==> config.mk <==
export PLATFORM = sky130hd
export DESIGN_NAME = qfr_rx_top
export DESIGN_NICKNAME = d
export VERILOG_FILES = /design/src/rtl/qfr_pkg.sv /design/src/rtl/qfr_uart_rx.sv /design/src/rtl/qfr_frame_dp.sv /design/src/rtl/qfr_frame_ctrl.sv /design/src/rtl/qfr_rx_top.sv
export SDC_FILE = /design/constraint.sdc
export NUM_CORES = 1
export LEC_CHECK = 0
export BUFFER_PORTS_ARGS = -buffer_cell sky130_fd_sc_hd__buf_2
export CAP_MARGIN = 20
export CORE_MARGIN = 3
export CORE_UTILIZATION = 55
export CTS_CLUSTER_SIZE = 25
export DETAILED_ROUTE_END_ITERATION = 8
export PLACE_DENSITY = 0.74
export SETUP_SLACK_MARGIN = 0.02
export SYNTH_ARGS = -nofsm -noshare
export SYNTH_HDL_FRONTEND = slang
export SYNTH_SLANG_ARGS = --single-unit
==> constraint.sdc <==
create_clock -name clk -period 4.3 [get_ports clk]
set_clock_uncertainty 0.15 [all_clocks]
set_input_delay 0.43 -clock clk [delete_from_list [all_inputs] [get_ports clk]]
set_output_delay 0.43 -clock clk [all_outputs]
set_load 0.05 [all_outputs]
==> src/rtl/qfr_pkg.sv <==
package qfr_pkg;
  localparam logic [7:0] SYNC_HI    = 8'h80;
  localparam logic [7:0] SYNC_LO    = 8'h08;
  localparam int         NUM_FIELDS = 4;
  localparam int         FRAME_LEN  = 2 + 1 + 2 * NUM_FIELDS + 2;
  localparam int         IDX_STATUS = 2;
  localparam int         IDX_SUM    = FRAME_LEN - 2;
  localparam int         IDX_INV    = FRAME_LEN - 1;
  localparam int         IDX_W      = $clog2(FRAME_LEN);

  typedef enum logic [1:0] {
    ERR_NONE = 2'd0,
    ERR_SUM  = 2'd1,
    ERR_STOP = 2'd2,
    ERR_GAP  = 2'd3
  } errKind_t;

  // strobes from the control to the datapath
  typedef struct packed {
    logic             restart;
    logic             load;
    logic [IDX_W-1:0] idx;
    logic             publish;
  } dpCtrl_t;
endpackage

==> src/rtl/qfr_uart_rx.sv <==
module qfr_uart_rx #(
  parameter int TICK_DIV = 34,
  parameter int OVS      = 16
) (
  input  logic       clk,
  input  logic       rstN,
  input  logic       rxIn,
  output logic       tick,
  output logic       byteValid,
  output logic       stopErr,
  output logic [7:0] byteData
);
  localparam int DIV_W = $clog2(TICK_DIV + 1);
  localparam int PH_W  = $clog2(OVS);
  localparam int MID   = OVS / 2 + 1;

  typedef enum logic [1:0] {S_IDLE, S_START, S_DATA, S_STOP} rxState_t;

  rxState_t         st;
  logic [1:0]       syncQ;
  logic             rxS;
  logic [DIV_W-1:0] divCnt;
  logic [PH_W-1:0]  phase;
  logic [1:0]       win;
  logic [2:0]       bitCnt;
  logic [7:0]       shReg;
  logic             vote;

  assign rxS      = syncQ[1];
  assign tick     = (divCnt == DIV_W'(TICK_DIV - 1));
  assign vote     = (win[1] & win[0]) | (win[1] & rxS) | (win[0] & rxS);
  assign byteData = shReg;

  always_ff @(posedge clk or negedge rstN) begin
    if (!rstN) begin
      syncQ  <= 2'b11;
      divCnt <= '0;
    end else begin
      syncQ  <= {syncQ[0], rxIn};
      divCnt <= tick ? '0 : divCnt + 1'b1;
    end
  end

  always_ff @(posedge clk or negedge rstN) begin
    if (!rstN) begin
      st        <= S_IDLE;
      phase     <= '0;
      win       <= 2'b11;
      bitCnt    <= '0;
      shReg     <= '0;
      byteValid <= 1'b0;
      stopErr   <= 1'b0;
    end else begin
      byteValid <= 1'b0;
      stopErr   <= 1'b0;
      if (tick) begin
        win <= {win[0], rxS};
        if (st == S_IDLE) begin
          if (!rxS) begin
            st    <= S_START;
            phase <= PH_W'(1);
          end
        end else begin
          phase <= (phase == PH_W'(OVS - 1)) ? '0 : phase + 1'b1;
          if (phase == PH_W'(MID)) begin
            case (st)
              S_START: begin
                st     <= vote ? S_IDLE : S_DATA;
                bitCnt <= '0;
              end
              S_DATA: begin
                shReg  <= {vote, shReg[7:1]};
                bitCnt <= bitCnt + 1'b1;
                if (bitCnt == 3'd7) st <= S_STOP;
              end
              default: begin
                st        <= S_IDLE;
                byteValid <= vote;
                stopErr   <= !vote;
              end
            endcase
          end
        end
      end
    end
  end
endmodule

==> src/rtl/qfr_frame_dp.sv <==
module qfr_frame_dp
  import qfr_pkg::*;
(
  input  logic                         clk,
  input  logic                         rstN,
  input  dpCtrl_t                      ctl,
  input  logic [7:0]                   byteData,
  output logic                         sumOk,
  output logic [7:0]                   recStatus,
  output logic [NUM_FIELDS-1:0][15:0]  recField
);
  logic [7:0] sumAcc;
  logic [7:0] base;
  logic [7:0] shadow [IDX_STATUS:IDX_SUM];

  assign base  = ctl.restart ? 8'h00 : sumAcc;
  assign sumOk = (shadow[IDX_SUM] == sumAcc) && (byteData == ~sumAcc);

  always_ff @(posedge clk or negedge rstN) begin
    if (!rstN) begin
      sumAcc <= '0;
      for (int i = IDX_STATUS; i <= IDX_SUM; i++) shadow[i] <= '0;
    end else if (ctl.load) begin
      if (ctl.idx < IDX_W'(IDX_SUM)) sumAcc <= base + byteData;
      if (ctl.idx >= IDX_W'(IDX_STATUS) && ctl.idx <= IDX_W'(IDX_SUM))
        shadow[ctl.idx] <= byteData;
    end
  end

  always_ff @(posedge clk or negedge rstN) begin
    if (!rstN)            recStatus <= '0;
    else if (ctl.publish) recStatus <= shadow[IDX_STATUS];
  end

  for (genvar f = 0; f < NUM_FIELDS; f++) begin : g_field
    logic [15:0] fieldQ;
    always_ff @(posedge clk or negedge rstN) begin
      if (!rstN)            fieldQ <= '0;
      else if (ctl.publish) fieldQ <= {shadow[IDX_STATUS + 1 + 2 * f],
                                       shadow[IDX_STATUS + 2 + 2 * f]};
    end
    assign recField[f] = fieldQ;
  end
endmodule

==> src/rtl/qfr_frame_ctrl.sv <==
module qfr_frame_ctrl
  import qfr_pkg::*;
#(
  parameter int GAP_TICKS  = 7373,
  parameter int WDOG_TICKS = 110592
) (
  input  logic       clk,
  input  logic       rstN,
  input  logic       tick,
  input  logic       byteValid,
  input  logic       stopErr,
  input  logic [7:0] byteData,
  input  logic       sumOk,
  output dpCtrl_t    ctl,
  output logic       recValid,
  output logic       errStrobe,
  output logic [1:0] errKind,
  output logic       linkLost
);
  localparam int GAP_W = $clog2(GAP_TICKS + 1);
  localparam int WD_W  = $clog2(WDOG_TICKS + 1);

  typedef enum logic [1:0] {H_FIRST, H_SECOND, H_BODY} syncState_t;

  syncState_t       st, nxtSt;
  logic [IDX_W-1:0] nextIdx, nxtIdx;
  logic [GAP_W-1:0] gapCnt;
  logic [WD_W-1:0]  wdCnt;
  logic             gapHit, pub, errNow;
  errKind_t         kind;

  assign gapHit = tick && (st != H_FIRST) && (gapCnt == GAP_W'(GAP_TICKS - 1));

  always_comb begin
    ctl    = '0;
    nxtSt  = st;
    nxtIdx = nextIdx;
    pub    = 1'b0;
    errNow = 1'b0;
    kind   = ERR_NONE;
    if (stopErr) begin
      nxtSt  = H_FIRST;
      errNow = 1'b1;
      kind   = ERR_STOP;
    end else if (byteValid) begin
      case (st)
        H_FIRST: begin
          if (byteData == SYNC_HI) begin
            ctl.restart = 1'b1;
            ctl.load    = 1'b1;
            nxtSt       = H_SECOND;
          end
        end
        H_SECOND: begin
          if (byteData == SYNC_LO) begin
            ctl.load = 1'b1;
            ctl.idx  = IDX_W'(1);
            nxtSt    = H_BODY;
            nxtIdx   = IDX_W'(IDX_STATUS);
          end else if (byteData == SYNC_HI) begin
            ctl.restart = 1'b1;
            ctl.load    = 1'b1;
          end else begin
            nxtSt = H_FIRST;
          end
        end
        default: begin
          ctl.load = 1'b1;
          ctl.idx  = nextIdx;
          nxtIdx   = nextIdx + 1'b1;
          if (nextIdx == IDX_W'(IDX_INV)) begin
            nxtSt = H_FIRST;
            if (sumOk) begin
              ctl.publish = 1'b1;
              pub         = 1'b1;
            end else begin
              errNow = 1'b1;
              kind   = ERR_SUM;
            end
          end
        end
      endcase
    end else if (gapHit) begin
      nxtSt  = H_FIRST;
      errNow = 1'b1;
      kind   = ERR_GAP;
    end
  end

  always_ff @(posedge clk or negedge rstN) begin
    if (!rstN) begin
      st        <= H_FIRST;
      nextIdx   <= '0;
      gapCnt    <= '0;
      recValid  <= 1'b0;
      errStrobe <= 1'b0;
      errKind   <= ERR_NONE;
    end else begin
      st        <= nxtSt;
      nextIdx   <= nxtIdx;
      recValid  <= pub;
      errStrobe <= errNow;
      errKind   <= kind;
      if (byteValid || stopErr || nxtSt == H_FIRST) gapCnt <= '0;
      else if (tick)                                gapCnt <= gapCnt + 1'b1;
    end
  end

  always_ff @(posedge clk or negedge rstN) begin
    if (!rstN) begin
      wdCnt    <= '0;
      linkLost <= 1'b0;
    end else if (pub) begin
      wdCnt    <= '0;
      linkLost <= 1'b0;
    end else if (tick && !linkLost) begin
      if (wdCnt == WD_W'(WDOG_TICKS - 1)) linkLost <= 1'b1;
      else                                 wdCnt    <= wdCnt + 1'b1;
    end
  end
endmodule

==> src/rtl/qfr_rx_top.sv <==
module qfr_rx_top
  import qfr_pkg::*;
#(
  parameter int TICK_DIV   = 34,
  parameter int OVS        = 16,
  parameter int GAP_TICKS  = 7373,
  parameter int WDOG_TICKS = 110592
) (
  input  logic        clk,
  input  logic        rstN,
  input  logic        rxIn,
  output logic        recValid,
  output logic [7:0]  recStatus,
  output logic [15:0] recCheckTime,
  output logic [15:0] recQuenchTime,
  output logic [15:0] recAdcRaw,
  output logic [15:0] recThreshold,
  output logic        errStrobe,
  output logic [1:0]  errKind,
  output logic        linkLost
);
  logic                        tick, byteValid, stopErr, sumOk;
  logic [7:0]                  byteData;
  dpCtrl_t                     ctl;
  logic [NUM_FIELDS-1:0][15:0] recField;

  qfr_uart_rx #(.TICK_DIV(TICK_DIV), .OVS(OVS)) u_uart (
    .clk, .rstN, .rxIn, .tick, .byteValid, .stopErr, .byteData
  );

  qfr_frame_ctrl #(.GAP_TICKS(GAP_TICKS), .WDOG_TICKS(WDOG_TICKS)) u_ctrl (
    .clk, .rstN, .tick, .byteValid, .stopErr, .byteData, .sumOk,
    .ctl, .recValid, .errStrobe, .errKind, .linkLost
  );

  qfr_frame_dp u_dp (
    .clk, .rstN, .ctl, .byteData, .sumOk, .recStatus, .recField
  );

  assign recCheckTime  = recField[0];
  assign recQuenchTime = recField[1];
  assign recAdcRaw     = recField[2];
  assign recThreshold  = recField[3];
endmodule

* After elaboration in Yosys (flattened, before gate mapping)
Index checks and enable logic that the tools add are counted. Widths: inputs -> output; s select.
Word-level totals: register bits after elaboration 230, input bits 3, output and inout port bits 77, logic and storage cells 170
Operators by class: $add $sub $neg 7, $lt $le $gt $ge 5, equal/unequal tests 18, mux-type cells 67, bitwise gates (word level) 10, reductions and logical operators 30
Operators by type and width (count):
- $bwmux 80 | 1
- $mux 17 | 3
- $mux 2 | 17
- $demux 8 s4 | 1
- $mux 1 | 27
- $mux 13 | 2
- $add 17x1->17 const B | 1
- $eq 17x17->1 const B | 1
- $eq 8x8->1 | 2
- $mux 4 | 4
- $mux 8 | 2
- $pmux 4 s2 | 2
- $reduce_and 4->1 | 4
- $mux 7 | 2
- $add 13x1->13 const B | 1
- $eq 13x13->1 const B | 1
- $eq 4x4->1 const B | 3
- $reduce_bool 2->1 | 6
- $reduce_and 2->1 | 5
- $add 4x1->4 const B | 2
- $add 8x8->8 | 1
- $eq 8x4->1 const B | 1
- $eq 8x8->1 const B | 1
- $not 8->8 | 1
- 27 further kinds | 46

* Longest topological paths before layout
depth in word-level cells 14, depth in mapped cells 14, gate-level depth less buffers 13

* Cells and area by module
Synthesis repeated with hierarchy kept, for this count alone.
Second synthesis, totals: cells, all modules 803, area, all modules 10132.2 µm²
Modules (own cells, without submodules):
- qfr_frame_dp | instances 1, cells each 447, area an instance 6517.5 µm², sequential area each 4003.8 µm²
- qfr_frame_ctrl | instances 1, cells each 238, area an instance 2213.4 µm², sequential area each 1026.0 µm²
- qfr_uart_rx | instances 1, cells each 118, area an instance 1401.3 µm², sequential area each 730.7 µm²

* Worst setup path after synthesis
Ideal clock, no wire load.
path type flip-flop to flip-flop, from register u_uart.shReg[1], in the netlist u_uart.byteData[1], to register u_dp.sumAcc[7], library setup time 129 ps, arrival time 2913 ps, data required time 4021 ps, setup slack 1109 ps, cell stages (with the launch flop) 12, buffers on the path 1, period minus slack after synthesis 3191 ps, path through dfrtp_1 > buf_2 > nor4_2 > nand4_1 > and2_1 > ha_1 > a21o_1 > a21oi_1 > o21ai_0 > a31oi_1 > mux2i_1 > a2111o_1
Between the ends: cells in the longest elaborated chain, start to end 8, elaborated cells between the ends (all ways) 15, those cells by class add/sub: 1; order compare: 1; eq/ne: 2; mux: 10; reduce/logical: 1
Ends and longest elaborated chain:
- start, declared | line qfr_uart_rx.sv:26 | logic [7:0] shReg;
- start signal, assigned | line qfr_uart_rx.sv:72 | shReg <= {vote, shReg[7:1]};
- $eq 8x8->1 | line qfr_frame_ctrl.sv:48, qfr_frame_ctrl.sv:60
- $mux 2 | line qfr_frame_ctrl.sv:48, qfr_frame_ctrl.sv:60
- $mux 1 | line qfr_frame_ctrl.sv:55 | if (byteData == SYNC_LO) begin
- $pmux 1 s2 | line qfr_frame_ctrl.sv:46 | case (st)
- $mux 7 | line qfr_frame_ctrl.sv:45 | end else if (byteValid) begin
- $mux 7 | line qfr_frame_ctrl.sv:41 | if (stopErr) begin
- $mux 8 | line qfr_frame_dp.sv:16 | assign base = ctl.restart ? 8'h00 : sumAcc;
- $add 8x8->8 | line qfr_frame_dp.sv:24 | if (ctl.idx < IDX_W'(IDX_SUM)) sumAcc <= base + byteData;
- end signal, assigned | line qfr_frame_dp.sv:24
- end, declared | line qfr_frame_dp.sv:12 | logic [7:0] sumAcc;
Parallel ways exist; a longest one is shown, timed or not. A chain may end at the register's enable or synchronous reset.

* Worst setup path in the final report
from register u_uart.shReg[0], in the netlist u_uart.byteData[0], to register u_dp.sumAcc[7]
The elaborated chain is that of the path after synthesis.

==> flow_summary.ini <==
[timing]
fin_ws_ns = 0.512
fmax_mhz = 264
slew_violations = 0
worst_pin_slew_ns = 1.06
setup_viol = 0
fin_tns_setup_ns = 0
relSlewSlack = 0.290
hold_viol_final = 0
grt_setup_unrepaired = false
hold_slack_ns = 0.205
finalCritPeriodShare = 0.881
finalWorstPathRequiredPeriod_ns = 3.79

[synth]
synth_fp_nets = 828
yosysSeqAreaShare = 0.559
ys_warn_count = 0
synth-edff-count = 0
ys_async_sr_fraction = 1.00
syn_area_per_cell_sq_um = 12.8
ys_ff_latch = 230
syn_area_sq_um = 10300
syn_inst = 802
synth_ff_type = dfrtp_1
synth_cell_types = 64

[hold_path]
whs_path_depth = 0
worstHoldEndpoint = u_uart.syncQ[1]
holdCritStartpoint = u_uart.syncQ[0]
timing.hold.worst.class = flop to flop

[clock_tree]
cts_resized = 0
cts.sinks = 230
clock_latency_ns = 0.51
post_cts_buffers = 0
cts_root_buf = clkbuf_16
cts-htree-levels = 1
clk_pin_slew_ns = 0.06
cts_tree = yes
clk_path_buf_depth = 3
numCtsBuffers = 25

[drt]
wl_per_cell_microns = 17.0
drt_iter0_markers = 322
antenna_left = 0
via_per_inst = 5.57
num_vias = 6326
drtPass1Iterations = 4
drt-total-wl_microns = 19300
drc = 0

[job]
max-cap-violations = 0

[grt]
grt_overflow = 0
grt_pass1_vias = 6268
antenna_found_initial = 0
grt_max_degree = 101
grt_usage = 0.195
grt_pass1_wl_microns = 32400

[cells_and_area]
drive_gt1_frac = 0.337
multi_input_area_sq_um = 4250
syn_to_final_growth_pct = 13.4
fin_area_sq_um = 11700
register_area_sq_um = 5760
final_nets = 915
antennaDiodeCount = 0
fillers = 1407

[floorplan]
die_x_microns = 143
ios = 80
design.core.area_sq_um = 18200
dieArea_sq_um = 20400
rows = 49
die_y_microns = 143
initial_utilization = 0.566

[placed_design]
gp_congestion = 0.888
portBuffers = 79
pre_cts_slack_ns = 0.597
place_area_sq_um = 10900
place_hpwl_microns = 12600

[critical_path]
critPathMaxStageDelay_ns = 0.54
r2r_setup_slack_ns = 0.51
worstRegToRegCells = 10
r2r-start = u_uart.byteData[0]
cp_top_family = compound AO/OA/AOI/OAI gates
worstPathRequired_ns = 4.54
slowest_stage = dfrtp_1
reg2reg_to = u_dp.sumAcc[7]
end_kind = flop
critPathArrivalTime_ns = 4.03
crit_fanout = 15
critPathLaunchType = flop
crit_type = flop to flop
crit_path_cell_trace = nor4_2, nand4_1, and2_1, ha_1, a21o_1, a21oi_1, o21ai_0, a31oi_1, mux2i_1, a2111o_1
crit_buf_inv = 0

[power_and_ir_drop]
vdd_ir_drop_max_v = 0.000283
p_per_area_nw_per_um2 = 366
p_total_w = 0.00428
leakagePower_nw = 6.05

[status]
outcome = finished clean
-- area by class of cell --
cell class                      count  area share
Multi-Input combinational cell    520       0.364
Tap cell                          229      0.0245
Clock inverter                     13      0.0104
Sequential cell                   230       0.493
Timing Repair Buffer               91      0.0439
Inverter                           21     0.00675
Clock buffer                       31      0.0572
-- layer usage --
metal / routed length [microns] / vias to the layer above / GRT usage
met5: 0 / - / 0
met4: 439 / 0 / 0.0455
met3: 817 / 40 / 0.0311
met2: 8890 / 130 / 0.309
met1: 9190 / 3186 / 0.285
li1: - / 2970 / -
-- worst max-delay path by stage --
stage	from	endpoint	cells past startpoint
4_1_cts	u_uart.byteData[0]	u_dp.sumAcc[7]	10
2_1_floorplan	u_uart.byteData[1]	u_dp.sumAcc[7]	11
5_1_grt	u_uart.byteData[0]	u_dp.sumAcc[7]	10
6_report	u_uart.byteData[0]	u_dp.sumAcc[7]	10
3_3_place_gp	u_uart.byteData[0]	u_dp.sumAcc[7]	10
3_5_place_dp	u_uart.byteData[0]	u_dp.sumAcc[7]	10
-- layout by cell type (no fill, tap or decap), types with 10 or more instances in the layout --
| master | instances |
|---|---|
| nand4_1 | 12 |
| a21oi_1 | 18 |
| o21ai_0 | 27 |
| buf_2 | 78 |
| clkbuf_16 | 25 |
| and3_1 | 10 |
| inv_1 | 20 |
| ha_1 | 22 |
| nor2_1 | 54 |
| nand2_1 | 69 |
| mux2_2 | 103 |
| xnor2_1 | 11 |
| mux2_4 | 50 |
| xor2_1 | 23 |
| nand3_1 | 23 |
| dfrtp_1 | 226 |
-- per-stage QoR --
| step | util | instances |
|---|---|---|
| after global placement | 0.597 | 1089 |
| after floorplan | - | 802 |
| after global routing | 0.642 | 1135 |
| after CTS | 0.642 | 1135 |
| final | 0.642 | 1135 |
| after detailed placement | 0.597 | 1089 |
-- sequential cells by signal, summed over array words and instances, names as in the netlist, 6 cells and up --
signal	flops
u_uart.byteData	8
u_dp.shadow	80
u_dp.sumAcc	8
u_dp.g_field.fieldQ	64
u_dp.recStatus	8
u_uart.divCnt	6
u_ctrl.gapCnt	13
u_ctrl.wdCnt	17
-- timing repair --
action,CTS,global route
hold endpoints to repair,87,0
hold buffers,2,0
endpoints found under the setup margin,0,0
-- Yosys cell counts, drive strengths merged (8+ instances only) --
cell type,count,area (sq um)
a21oi,18,90.1
and3,10,62.6
nor2,56,215
and2,8,50.1
xor2,23,201
inv,21,78.8
ha,22,275
clkbuf,16,61.3
nand4,12,75.1
mux2,156,1940
nand2b,9,56.3
nand3,24,125
o21ai,29,145
xnor2,11,96.3
dfrtp,226,5660
nand2,69,259
buf,15,160
-- power by group --
group	internal [W]	switching [W]
registers	0.00217	0.00000235
clock network	0.00122	0.000830
logic	0.0000100	0.0000473
-- cell families after synthesis --
kind of cell | Yosys count | synth area share
AO/OA/AOI/OAI | 69 | 0.0409
XOR/XNOR | 34 | 0.0289
adder cells (fa/ha/maj) | 23 | 0.0287
buffers and inverters | 52 | 0.0291
flip-flops | 230 | 0.559
multiplexers | 161 | 0.194
AND/OR/NAND/NOR | 233 | 0.120
(Power assumes the default switching activity.)
